===== config.mk =====
export PLATFORM = sky130hd
export DESIGN_NAME = ptr_addr_gen
export DESIGN_NICKNAME = d
export VERILOG_FILES = /design/src/rtl/pag_pkg.sv /design/src/rtl/pag_ptr_bank.sv /design/src/rtl/pag_ea_unit.sv /design/src/rtl/pag_timer.sv /design/src/rtl/ptr_addr_gen.sv
export SDC_FILE = /design/constraint.sdc
export NUM_CORES = 1
export LEC_CHECK = 0
export CAP_MARGIN = 40
export CORE_UTILIZATION = 62
export CTS_BUF_LIST = sky130_fd_sc_hd__clkbuf_4 sky130_fd_sc_hd__clkbuf_8
export DETAILED_ROUTE_END_ITERATION = 10
export PLACE_DENSITY = 0.94
export SYNTH_ARGS = -nofsm -noshare
export SYNTH_HDL_FRONTEND = slang
export SYNTH_SLANG_ARGS = --single-unit
export TNS_END_PERCENT = 10

===== constraint.sdc =====
create_clock -name clk -period 5.59 [get_ports clk]
set_input_delay 1.677 -clock clk [delete_from_list [all_inputs] [get_ports clk]]
set_output_delay 1.677 -clock clk [all_outputs]
set_load 0.02 [all_outputs]

===== src/rtl/pag_pkg.sv =====
package pag_pkg;
   typedef enum logic [1:0] {
      AM_PLAIN   = 2'd0,
      AM_POSTINC = 2'd1,
      AM_PREDEC  = 2'd2,
      AM_DISP    = 2'd3
   } am_e;
endpackage


===== src/rtl/pag_ptr_bank.sv =====
module pag_ptr_bank #(
   parameter int AW   = 16,
   parameter int NPTR = 3,
   parameter int SW   = 2
) (
   input  logic          clk,
   input  logic          rst_n,
   input  logic          ext_we,
   input  logic [SW-1:0] ext_sel,
   input  logic [AW-1:0] ext_data,
   input  logic          upd_we,
   input  logic [SW-1:0] upd_sel,
   input  logic [AW-1:0] upd_data,
   input  logic [SW-1:0] rd_sel,
   output logic [AW-1:0] rd_val
);
   logic [NPTR-1:0][AW-1:0] regs;

   for (genvar g = 0; g < NPTR; g++) begin : g_ptr
      logic [AW-1:0] q;
      always_ff @(posedge clk) begin
         if (!rst_n)
            q <= '0;
         else if (ext_we && ext_sel == SW'(g))   // external load wins
            q <= ext_data;
         else if (upd_we && upd_sel == SW'(g))
            q <= upd_data;
      end
      assign regs[g] = q;
   end

   always_comb begin
      rd_val = '0;
      for (int i = 0; i < NPTR; i++)
         if (rd_sel == SW'(i)) rd_val = regs[i];
   end
endmodule


===== src/rtl/pag_ea_unit.sv =====
module pag_ea_unit
   import pag_pkg::*;
#(
   parameter int AW        = 16,
   parameter int CW        = 2,
   parameter int NVM_EXTRA = 1
) (
   input  logic [AW-1:0] ptr,
   input  am_e           mode,
   input  logic          store,
   input  logic          nvm,
   input  logic          sel_ok,
   output logic [AW-1:0] ea,
   output logic [AW-1:0] nxt,
   output logic          upd,
   output logic          bad,
   output logic [CW-1:0] cycles
);
   logic [AW-1:0] p_inc, p_dec;
   logic [CW-1:0] base;

   assign p_inc = ptr + AW'(1);   // wraps modulo 2^AW
   assign p_dec = ptr - AW'(1);

   always_comb begin
      ea   = ptr;
      nxt  = ptr;
      upd  = 1'b0;
      base = CW'(1);
      bad  = !sel_ok;
      case (mode)
         AM_PLAIN: base = CW'(1);
         AM_POSTINC: begin
            nxt  = p_inc;
            upd  = 1'b1;
            base = store ? CW'(1) : CW'(2);
         end
         AM_PREDEC: begin
            ea   = p_dec;
            nxt  = p_dec;
            upd  = 1'b1;
            base = CW'(2);
         end
         default: bad = 1'b1;
      endcase
   end

   if (NVM_EXTRA == 0) begin : g_no_nvm
      logic unused_nvm;
      assign unused_nvm = nvm;
      assign cycles     = base;
   end else begin : g_nvm
      assign cycles = nvm ? base + CW'(NVM_EXTRA) : base;
   end
endmodule


===== src/rtl/pag_timer.sv =====
module pag_timer #(
   parameter int CW = 2
) (
   input  logic          clk,
   input  logic          rst_n,
   input  logic          start,
   input  logic [CW-1:0] start_cycles,
   input  logic          start_nvm,
   input  logic          nvm_wait,
   output logic          busy,
   output logic          last
);
   logic [CW-1:0] rem;
   logic          is_nvm;
   logic          hold;

   assign hold = is_nvm && nvm_wait;
   assign last = busy && (rem == '0) && !hold;

   always_ff @(posedge clk) begin
      if (!rst_n) begin
         busy   <= 1'b0;
         rem    <= '0;
         is_nvm <= 1'b0;
      end else if (start) begin
         busy   <= 1'b1;
         rem    <= start_cycles - CW'(1);
         is_nvm <= start_nvm;
      end else if (busy) begin
         if (rem != '0)
            rem <= rem - CW'(1);
         else if (!hold)
            busy <= 1'b0;
      end
   end
endmodule


===== src/rtl/ptr_addr_gen.sv =====
module ptr_addr_gen
   import pag_pkg::*;
#(
   parameter int AW        = 16,
   parameter int NPTR      = 3,
   parameter int NVM_EXTRA = 1,
   localparam int SW       = (NPTR > 1) ? $clog2(NPTR + 1) : 1,
   localparam int MAXC     = 2 + NVM_EXTRA,
   localparam int CW       = $clog2(MAXC + 1)
) (
   input  logic          clk,
   input  logic          rst_n,
   input  logic          req_valid,
   output logic          req_ready,
   input  logic [SW-1:0] req_sel,
   input  logic [1:0]    req_mode,
   input  logic          req_store,
   input  logic          req_nvm,
   input  logic          nvm_wait,
   input  logic          ptr_we,
   input  logic [SW-1:0] ptr_wsel,
   input  logic [AW-1:0] ptr_wdata,
   output logic          acc_busy,
   output logic          acc_last,
   output logic [AW-1:0] acc_addr,
   output logic [CW-1:0] acc_cycles,
   output logic          wb_en,
   output logic [SW-1:0] wb_sel,
   output logic [AW-1:0] wb_data,
   output logic          illegal_op
);
   initial begin
      if (AW < 4 || NPTR < 1 || NPTR > 7 || NVM_EXTRA < 0 || NVM_EXTRA > 4)
         $fatal(1, "ptr_addr_gen: parameter out of range");
   end

   logic          accept, sel_ok, go;
   logic [AW-1:0] ptr_val, ea, nxt;
   logic          upd, bad;
   logic [CW-1:0] cyc;

   assign req_ready = !acc_busy;
   assign accept    = req_valid && req_ready;
   assign sel_ok    = int'(req_sel) < NPTR;
   assign go        = accept && !bad;

   pag_ptr_bank #(.AW(AW), .NPTR(NPTR), .SW(SW)) u_bank (
      .clk(clk), .rst_n(rst_n),
      .ext_we(ptr_we), .ext_sel(ptr_wsel), .ext_data(ptr_wdata),
      .upd_we(go && upd), .upd_sel(req_sel), .upd_data(nxt),
      .rd_sel(req_sel), .rd_val(ptr_val)
   );

   pag_ea_unit #(.AW(AW), .CW(CW), .NVM_EXTRA(NVM_EXTRA)) u_ea (
      .ptr(ptr_val), .mode(am_e'(req_mode)), .store(req_store),
      .nvm(req_nvm), .sel_ok(sel_ok),
      .ea(ea), .nxt(nxt), .upd(upd), .bad(bad), .cycles(cyc)
   );

   pag_timer #(.CW(CW)) u_timer (
      .clk(clk), .rst_n(rst_n),
      .start(go), .start_cycles(cyc), .start_nvm(req_nvm),
      .nvm_wait(nvm_wait), .busy(acc_busy), .last(acc_last)
   );

   always_ff @(posedge clk) begin
      if (!rst_n) begin
         acc_addr   <= '0;
         acc_cycles <= '0;
         wb_en      <= 1'b0;
         wb_sel     <= '0;
         wb_data    <= '0;
         illegal_op <= 1'b0;
      end else begin
         wb_en      <= 1'b0;
         illegal_op <= 1'b0;
         if (accept) begin
            if (bad) begin
               illegal_op <= 1'b1;
            end else begin
               acc_addr   <= ea;
               acc_cycles <= cyc;
               wb_en      <= upd;
               wb_sel     <= req_sel;
               wb_data    <= nxt;
            end
         end
      end
   end
endmodule


# Word-level counts from Yosys, hierarchy flattened

Cells that the tools add are included.

Output and inout port bits: 41
Bits in registers: 90
Input bits: 29

Bitwise logic cells: 3
$add $sub $neg: 5
Reductions and logical operators: 32
Multiplexer cells: 24
$lt $le $gt $ge: 1
Equality and inequality tests: 6

Operators by type and width:

| operator                                                              | number |
|---|---|
| 16-bit two-way mux                                                    | 10 |
| 16-bit one-hot mux with 2 select lines                                | 1 |
| 16-bit by 1-bit adder with 16-bit output (second input constant)      | 1 |
| 16-bit by 1-bit subtractor with 16-bit output (second input constant) | 1 |
| 1-bit logical AND                                                     | 12 |
| 2-bit nonzero test                                                    | 6 |
| 2-bit two-way mux                                                     | 5 |
| 2-bit logical NOT                                                     | 4 |
| 1-bit two-way mux                                                     | 7 |
| 2-bit by 1-bit == test with 1-bit output (second input constant)      | 3 |
| 2-bit == test (second input constant)                                 | 3 |
| 2-bit AND reduction                                                   | 3 |
| 3-bit OR reduction                                                    | 2 |
| 1-bit logical NOT                                                     | 4 |
| 2-bit one-hot mux with 2 select lines                                 | 1 |
| 2-bit by 1-bit subtractor with 2-bit output (second input constant)   | 2 |
| 1-bit inverter                                                        | 3 |
| 2-bit by 1-bit adder with 2-bit output (second input constant)        | 1 |
| 2-bit < comparator (second input constant)                            | 1 |
| 2-bit OR reduction                                                    | 1 |

# Logic depth before layout (Yosys ltp)

Gate-level depths: netlist of the first run.

Depth after elaboration: 9
Mapped depth: 14
Mapped depth without buffers: 11

# Cells and area by module

A second synthesis of the first run with hierarchy kept.

Cells, all modules: 711
Area total of the unflattened synthesis: 5,382.7 sq um

By module, submodules not included:

| module       | sequential area each (sq um) | times used | cells each | area each (sq um) |
|---|---|---|---|---|
| pag_ptr_bank | 960.9                        | 1          | 327        | 2,392.3 |
| ptr_addr_gen | 760.7                        | 1          | 164        | 1,496.4 |
| pag_ea_unit  | 0.0                          | 1          | 200        | 1,307.5 |
| pag_timer    | 80.1                         | 1          | 20         | 186.4 |

# Worst setup path after synthesis of the first run

Ideal clock, no wire load.

Path kind: input port to flip-flop
Start point: in req_sel[1]
End point: reg acc_addr[14]
Stages: 14
Path buffers: 3
Slack: 1,264 ps
Data arrival time: 4,211 ps
Data required time: 5,475 ps
Path through: buf_4 -> buf_12 -> mux2i_1 -> o22a_1 -> ha_1 -> clkbuf_1 -> and2_1 -> o221ai_1 -> nor4_2 -> and2b_1 -> or3b_1 -> xor2_1 -> o21ai_1 -> and2_1

Word-level cells in the longest chain between the ends: 6

Ends and longest elaborated chain:

| item                                          | line               | text |
|---|---|---|
| from (decl)                                   | ptr_addr_gen.sv:15 | `input logic [SW-1:0] req_sel,` |
| 2-bit logical NOT                             | pag_ptr_bank.sv:35 | `if (rd_sel == SW'(i)) rd_val = regs[i];` |
| 16-bit two-way mux (3 in series)              | pag_ptr_bank.sv:35 |  |
| 16-bit by 1-bit subtractor with 16-bit output | pag_ea_unit.sv:23  | `assign p_dec = ptr - AW'(1);` |
| 16-bit two-way mux                            | pag_ea_unit.sv:31  | `case (mode)` |
| to (signal assigned)                          | ptr_addr_gen.sv:68 | `acc_addr <= '0;` |
| to (signal assigned)                          | ptr_addr_gen.sv:81 | `acc_addr <= ea;` |
| to (decl)                                     | ptr_addr_gen.sv:25 | `output logic [AW-1:0] acc_addr,` |

Parallel ways exist; a longest one is shown, timed or not.
A chain may end at the register's enable or synchronous reset.

# Worst setup path in the final report of the first run

Start point: in nvm_wait
End point: out acc_last

Word-level cells in the longest chain between the ends: 3

Ends and longest elaborated chain:

| item              | line               | text |
|---|---|---|
| from (decl)       | ptr_addr_gen.sv:19 | `input logic nvm_wait,` |
| 1-bit logical AND | pag_timer.sv:17    | `assign hold = is_nvm && nvm_wait;` |
| 1-bit logical NOT | pag_timer.sv:18    | `assign last = busy && (rem == '0) && !hold;` |
| 1-bit logical AND | pag_timer.sv:18    |  |
| to (decl)         | ptr_addr_gen.sv:24 | `output logic acc_last,` |

Every way passes these cells.

==> key figures, run 1 <==
Yosys
  – Avg Inst Size Synth: 7.87 sq um
  – Synth Register Bits: 90
  – Main flop type after synthesis: dfxtp_1
  – Post-synthesis cell type count: 72
  – Post-Synthesis Cells: 680
  – Synthesized Nets: about 720
  – Post-synth ARST share: 0
  – Register area share after synthesis: 0.337
  – Mapped cell area: approximately 5400 sq um
  – Yosys Warn Count: 0
  – Number of synthesized flops with an enable pin: 0

Route
  – Vias/cell: about 6.7
  – ANT nets after route: 0
  – Total vias in the final route: between 5k and 6k
  – Routed WL: about 15,000 um
  – DR iter-0 viols: 656
  – DR pass1 iterations: 7
  – Routed WL per cell: 18.4 um
  – DRC viols: 0

Clock tree
  – Htree depth: 3
  – Reg clk slew, reported paths: roughly 0.090 ns
  – Clk Latency, worst-skew pair: approximately 0.37 ns
  – CTS Root Cell: clkbuf_8
  – Clock Tree Buf Depth: 2
  – Setup bufs post-CTS: 0
  – # hold bufs at CTS: 0
  – CTS buffer count: 9
  – Number of gates resized after cts: 0
  – Clk sinks: 90
  – CTS tree: built

Worst setup path
  – Worst R2R Start: u_bank.g_ptr[2].q[0]
  – CP Max Fanout: 2
  – Startpoint types: input pin
  – Type of the worst setup path: input pin to output pin
  – Worst Path Arrival: 3.18 ns
  – R2r endpoint: u_bank.g_ptr[2].q[6]
  – Crit. End Element: output pin
  – R2R depth: 10
  – Critical Path RT: 3.91 ns
  – R2R Setup Slk: roughly 2.6 ns

Power and ir drop
  – Peak supply drop: roughly 0.00016 V
  – Power Density: roughly 250 nW/um^2
  – Lkg Pwr: 2.25 nW

Global routing
  – Global-route wire length before repair: 24,400 um
  – Antenna violations before repair: 0
  – Gr usage total: 0.344
  – Number of global-route vias before repair: 5,029
  – Largest net degree at the start of global routing: 45
  – Overflow after GRT: 0

STA
  – Hold Fails Final Rpt: 0
  – Tmin final: 4.86 ns
  – Fin crit share: 0.869
  – Fin Setup TNS: 0 ns
  – Final setup violating endpoints: 0
  – Slew Limit Fails: 0
  – Least-Margin Pin Slew: approximately 0.96 ns
  – RSZ-0062 raised after global routing: false
  – Worst rel slew slack: 0.355
  – Worst Skew: 0.0148 ns
  – Max Clk Rate: between 200 and 250 MHz

Final layout
  – Most frequent cells in the layout: nand2_1, dfxtp_1, nor2_1
  – Finished Layout Cells: 830
  – Layout cells sized above 1: 0.0952
  – Multi-input gate area: 3220 sq um
  – Sequential Area: between 1500 and 2000 sq um
  – Syn-to-layout area delta: 16.7%
  – Commonest non-fill, non-tap cell in the layout: nand2_1
  – Antenna cells: 0
  – # nets final: 755
  – Fillers: 617

Run status
  – Run status: complete, no violations

Place
  – Cells after DPL: 813
  – GP Congestion: 0.932
  – Hpwl dp: roughly 11,000 um
  – Buffers on Ports: 69

Floorplanning
  – Core region area: 8300 sq um
  – Die Footprint: between 9000 and 10,000 sq um
  – Die W: roughly 95 um
  – FP Rows: 33
  – Initial Util: 0.645
  – I/O pin total: 70
  – Die Ht: 94.9 um

Hold path
  – Worst Hold Class: register to register
  – Worst Hold Launch: acc_addr[15]
  – Worst Hold End: acc_addr[15]
  – Hold Path Depth: 2

Flow run
  – Max cap viols: 0
Yosys cell counts, types with 6 or more instances:
| cell | number | area, sq um |
|---|---|---|
| nor2_1 | 78 | 293 |
| o21ai_0 | 35 | 175 |
| nand2_1 | 107 | 402 |
| a21oi_1 | 37 | 185 |
| o22ai_2 | 9 | 113 |
| xor2_1 | 9 | 78.8 |
| a211oi_1 | 6 | 45.0 |
| clkbuf_1 | 42 | 158 |
| inv_1 | 11 | 41.3 |
| dfxtp_1 | 90 | 1800 |
| o32ai_1 | 9 | 78.8 |
| a21boi_0 | 6 | 45.0 |
| xnor2_1 | 9 | 78.8 |
| ha_1 | 6 | 75.1 |
| nor3_1 | 15 | 75.1 |
| nand4_1 | 23 | 144 |
| mux2i_1 | 20 | 200 |
| o22ai_1 | 6 | 37.5 |
| and2_1 | 17 | 106 |
| nand3_1 | 17 | 85.1 |
| o221ai_1 | 18 | 158 |
where the power goes:
part	switching [mW]	internal, mW
Clock	0.242	0.233
Sequential	0.0197	0.676
Combinational	0.229	0.151
Total	0.491	1.06
registers in the layout, indices dropped and copies added (netlist names):
signal,count
u_timer.rem,2
u_bank.g_ptr.q,48
wb_sel,2
illegal_op,1
wb_data,16
u_timer.is_nvm,1
acc_addr,16
acc_cycles,2
u_timer.busy,1
wb_en,1
stage by stage:
step                      area [sq um]  total power [mW]  setup slack [ns]  utilization  hold WS, ns
after floorplan                   5350             0.958              1.26            -        0.437
after global placement            5990              1.06             0.672        0.722        0.445
after detailed placement          6030              1.08             0.618        0.727        0.457
after CTS                         6240              1.54             0.749        0.752        0.470
after global routing              6250              1.60             0.693        0.753        0.485
final                             6250              1.55             0.734        0.753        0.468
routing by layer:
metal	vias to the layer above	wire, um	track usage
li1	2533	-	-
met1	2601	6290	0.454
met2	357	7120	0.556
met3	53	1450	0.0580
met4	0	399	0.133
met5	-	0	0
kinds of logic after synthesis:
logic type	after synthesis	synth area share
xor+xnor	18	0.0294
simple gates	297	0.273
flops	90	0.337
mux	24	0.0458
fa+ha+maj	6	0.0140
compound gates	174	0.240
buf+inv	71	0.0619
worst max-delay path, stage by stage:
cell and delay (ns):
clkdlybuf4s50_1 0.44, a211oi_1 0.31, and2_1 0.16, clkdlybuf4s50_1 0.59
final cells by class:
| class | instances | share of cell area |
|---|---|---|
| clock buffers | 11 | 0.0242 |
| multi-input cells | 519 | 0.516 |
| flip-flops and latches | 90 | 0.288 |
| inverters | 13 | 0.00781 |
| clock inverters | 5 | 0.00962 |
| repair buffers | 87 | 0.133 |
| well taps | 105 | 0.0210 |
worst max-delay path by stage:
stage | start | endpoint | slack [ns]
floorplan | req_sel[1] | acc_addr[14] | 1.26
global placement | req_sel[1] | u_bank.g_ptr[2].q[14] | 0.67
detailed placement | req_sel[0] | u_bank.g_ptr[2].q[12] | 0.62
CTS | nvm_wait | acc_last | 0.75
global route | nvm_wait | acc_last | 0.69
finish | nvm_wait | acc_last | 0.73
No activity file was read; power rests on OpenSTA's default activity.
==> run 2: changes to the inputs <==
--- a/config.mk
+++ b/config.mk
@@ -6,10 +6,10 @@
 export NUM_CORES = 1
 export LEC_CHECK = 0
 export CAP_MARGIN = 40
-export CORE_UTILIZATION = 62
+export CORE_UTILIZATION = 42
 export CTS_BUF_LIST = sky130_fd_sc_hd__clkbuf_4 sky130_fd_sc_hd__clkbuf_8
 export DETAILED_ROUTE_END_ITERATION = 10
-export PLACE_DENSITY = 0.94
+export PLACE_DENSITY = 0.69
 export SYNTH_ARGS = -nofsm -noshare
 export SYNTH_HDL_FRONTEND = slang
 export SYNTH_SLANG_ARGS = --single-unit
==> constraint.sdc (replaced) <==
create_clock -name clk -period 4.7 [get_ports clk]
set_input_delay 1.41 -clock clk [delete_from_list [all_inputs] [get_ports clk]]
set_output_delay 1.41 -clock clk [all_outputs]
set_load 0.02 [all_outputs]
==> run 2 against run 1 <==
Combinational power up 22%. Clock skew shrank 0.0020 ns. Clock-buffer cell count unchanged. Critical path type unchanged.
==> key figures, run 2 (synthesized netlist as in run 1, its figures left out) <==
Run status
  – Run status: complete, no violations

Flow run
  – Max cap viols: 0 (unchanged)

Final layout
  – Syn-to-layout area delta: 20.2%
  – Fillers: 1,206 (+95%)
  – Largest register FFs: 48 (unchanged)
  – Antenna cells: 0 (unchanged)
  – Layout cells sized above 1: 0.116 (+0.0207)
  – Most frequent cells in the layout: nand2_1, dfxtp_1, nor2_1
  – Top reg by flops: u_bank.g_ptr.q
  – # nets final: 772 (+2.3%)
  – Top flop regs: u_bank.g_ptr.q: 48 flops, acc_addr: 16 flops, wb_data: 16 flops
  – Commonest non-fill, non-tap cell in the layout: nand2_1

Global routing
  – Antenna violations before repair: 0 (unchanged)
  – Largest net degree at the start of global routing: 58 (+29%)
  – Number of global-route vias before repair: 4,794 (-4.7%)
  – Global-route wire length before repair: 24,400 um (-0.11%)
  – Overflow after GRT: 0 (unchanged)
  – Gr usage total: 0.237 (-0.107)

STA
  – Slew Limit Fails: 0 (unchanged)
  – Worst rel slew slack: 0.441 (+0.0858)
  – WHS: 0.463 ns (-0.00538 ns)
  – Tmin final: 4.24 ns
  – Worst Skew: 0.0128 ns (-0.00201 ns)
  – RSZ-0062 raised after global routing: false
  – Fin Setup TNS: 0 ns (unchanged)
  – Hold Fails Final Rpt: 0 (unchanged)
  – Least-Margin Pin Slew: 0.838 ns (-0.127 ns)
  – Final setup violating endpoints: 0 (unchanged)
  – Fin crit share: 0.903
  – Setup ws final: 0.457 ns (-0.278 ns)
  – Max Clk Rate: 236 MHz

Clock tree
  – # hold bufs at CTS: 0 (unchanged)
  – Setup bufs post-CTS: 0 (unchanged)
  – CTS Root Cell: clkbuf_8
  – Clock Tree Buf Depth: 2 (unchanged)
  – Number of gates resized after cts: 0 (unchanged)
  – Htree depth: 3 (unchanged)
  – CTS buffer count: 9 (unchanged)
  – Clk sinks: 90 (unchanged)
  – Clk Latency, worst-skew pair: 0.38 ns (about the same)
  – CTS tree: built
  – Reg clk slew, reported paths: 0.09 ns (about the same)

Worst setup path
  – Setup crit start: nvm_wait
  – Worst R2R Start: u_bank.g_ptr[2].q[0]
  – Type of the worst setup path: input pin to output pin
  – CP top delay family: buffers and inverters
  – Worst Path Arrival: 2.83 ns (-0.35 ns)
  – Crit path largest cell delay: 0.59 ns (about the same)
  – Cell mode on critical path: clkdlybuf4s50_1
  – CP Max Fanout: 2 (unchanged)
  – Slowest CP cell: clkdlybuf4s50_1
  – CP cell instances: clkdlybuf4s50_1 -> a211oi_1 -> and2_1 -> clkdlybuf4s50_1
  – Startpoint types: input pin
  – WP buf/inv: 2 (unchanged)
  – Crit. End Element: output pin
  – Critical Path RT: 3.29 ns (-0.62 ns)

Power and ir drop
  – Power Density: 279 nW/um^2 (+12%)
  – Peak supply drop: 0.000145 V (-7.7%)
  – Combinational Power Share: 0.257 (+0.012)
  – Internal Power: 1.22 mW (+15%)
  – Switching fraction of total power: 0.321 (+0.00417)
  – Clk pwr share: 0.282 (-0.024)
  – Lkg Pwr: 2.32 nW (+3.1%)
  – P_sw: 575 uW (+17%)
  – Seq pwr share: 0.461 (+0.012)

Place
  – Worst slack, placed: 0.154 ns (-0.464 ns)
  – GP Congestion: 0.885 (-5.0%)
  – Buffers on Ports: 69 (unchanged)
  – Hpwl dp: 11,000 um (+3.0%)

Floorplanning
  – Die Footprint: 13,200 sq um (+47%)
  – Die Ht: 115 um (+21%)
  – Initial Util: 0.438 (-0.207)
  – FP Rows: 40 (+21%)
  – I/O pin total: 70 (unchanged)
  – Die W: 115 um (+21%)
  – Core region area: 12,200 sq um (+47%)

Route
  – Routed WL: 15,200 um (-0.26%)
  – DRC viols: 0 (unchanged)
  – ANT nets after route: 0 (unchanged)
  – DR pass1 iterations: 5 (-2)
  – Vias/cell: 5.80 (-13%)
  – Total vias in the final route: 5,281 (-4.7%)
  – Routed WL per cell: 16.7 um (-9.0%)
  – DR iter-0 viols: 378 (-42%)

Hold path
  – Worst Hold Launch: wb_sel[1]
  – Worst Hold Class: register to register
run 2: stage by stage:
step           utilization  total power, mW  cell area (sq um)  cells
2_1_floorplan            -             1.14               5350    680
6_report             0.527             1.79               6430    910
3_3_place_gp         0.511             1.29               6240    893
4_1_cts              0.527             1.80               6430    910
5_1_grt              0.527             1.88               6430    910
3_5_place_dp         0.512             1.30               6250    894
run 2: power by group through the flow:
stage          Clock (mW)  Combinational, mW  Sequential, mW
6_report            0.505              0.462           0.826
5_1_grt             0.545              0.502           0.830
4_1_cts             0.519              0.459           0.826
3_5_place_dp            0              0.458           0.844
3_3_place_gp            0              0.448           0.842
2_1_floorplan           0              0.276           0.863
run 2: cell type report:
type	count	area (sq um)	area share
Multi-Input combinational cell	519	3220	0.500
Timing Repair Buffer	104	966	0.150
Tap cell	168	210	0.0327
Clock buffer	11	151	0.0235
Clock inverter	5	36.3	0.00564
Inverter	13	48.8	0.00758
Sequential cell	90	1800	0.280
run 2: final timing paths:
| path | slack (ns) | depth (start not counted) | endpoint |
|---|---|---|---|
| worst min-delay path | 0.46 | 2 | wb_sel[1] |
| worst max-delay path | 0.46 | 4 | acc_last |
| worst max register to register | 1.93 | 10 | u_bank.g_ptr[2].q[12] |
| worst min register to register | 0.46 | 2 | wb_sel[1] |
run 2: layer usage:
metal	global-route usage	wire length, um	up-vias
li1	-	-	2560
met1	0.325	7000	2485
met2	0.371	6990	215
met3	0.0422	946	21
met4	0.0848	280	0
met5	0	0	-
run 2: worst min-delay path, delay by kind of cell, from the launching register on:
family	cells	cell delay (ns)
flops	1	0.32
compound gates	1	0.05
simple gates	1	0.05
==> run 3: changes to the inputs <==
--- a/config.mk
+++ b/config.mk
@@ -8,6 +8,7 @@
 export CAP_MARGIN = 40
 export CORE_UTILIZATION = 42
 export CTS_BUF_LIST = sky130_fd_sc_hd__clkbuf_4 sky130_fd_sc_hd__clkbuf_8
+export CTS_CLUSTER_SIZE = 12
 export DETAILED_ROUTE_END_ITERATION = 10
 export PLACE_DENSITY = 0.69
 export SYNTH_ARGS = -nofsm -noshare
==> results of run 3 <==
Final layout, timing and power as in run 2 (identical DEF).
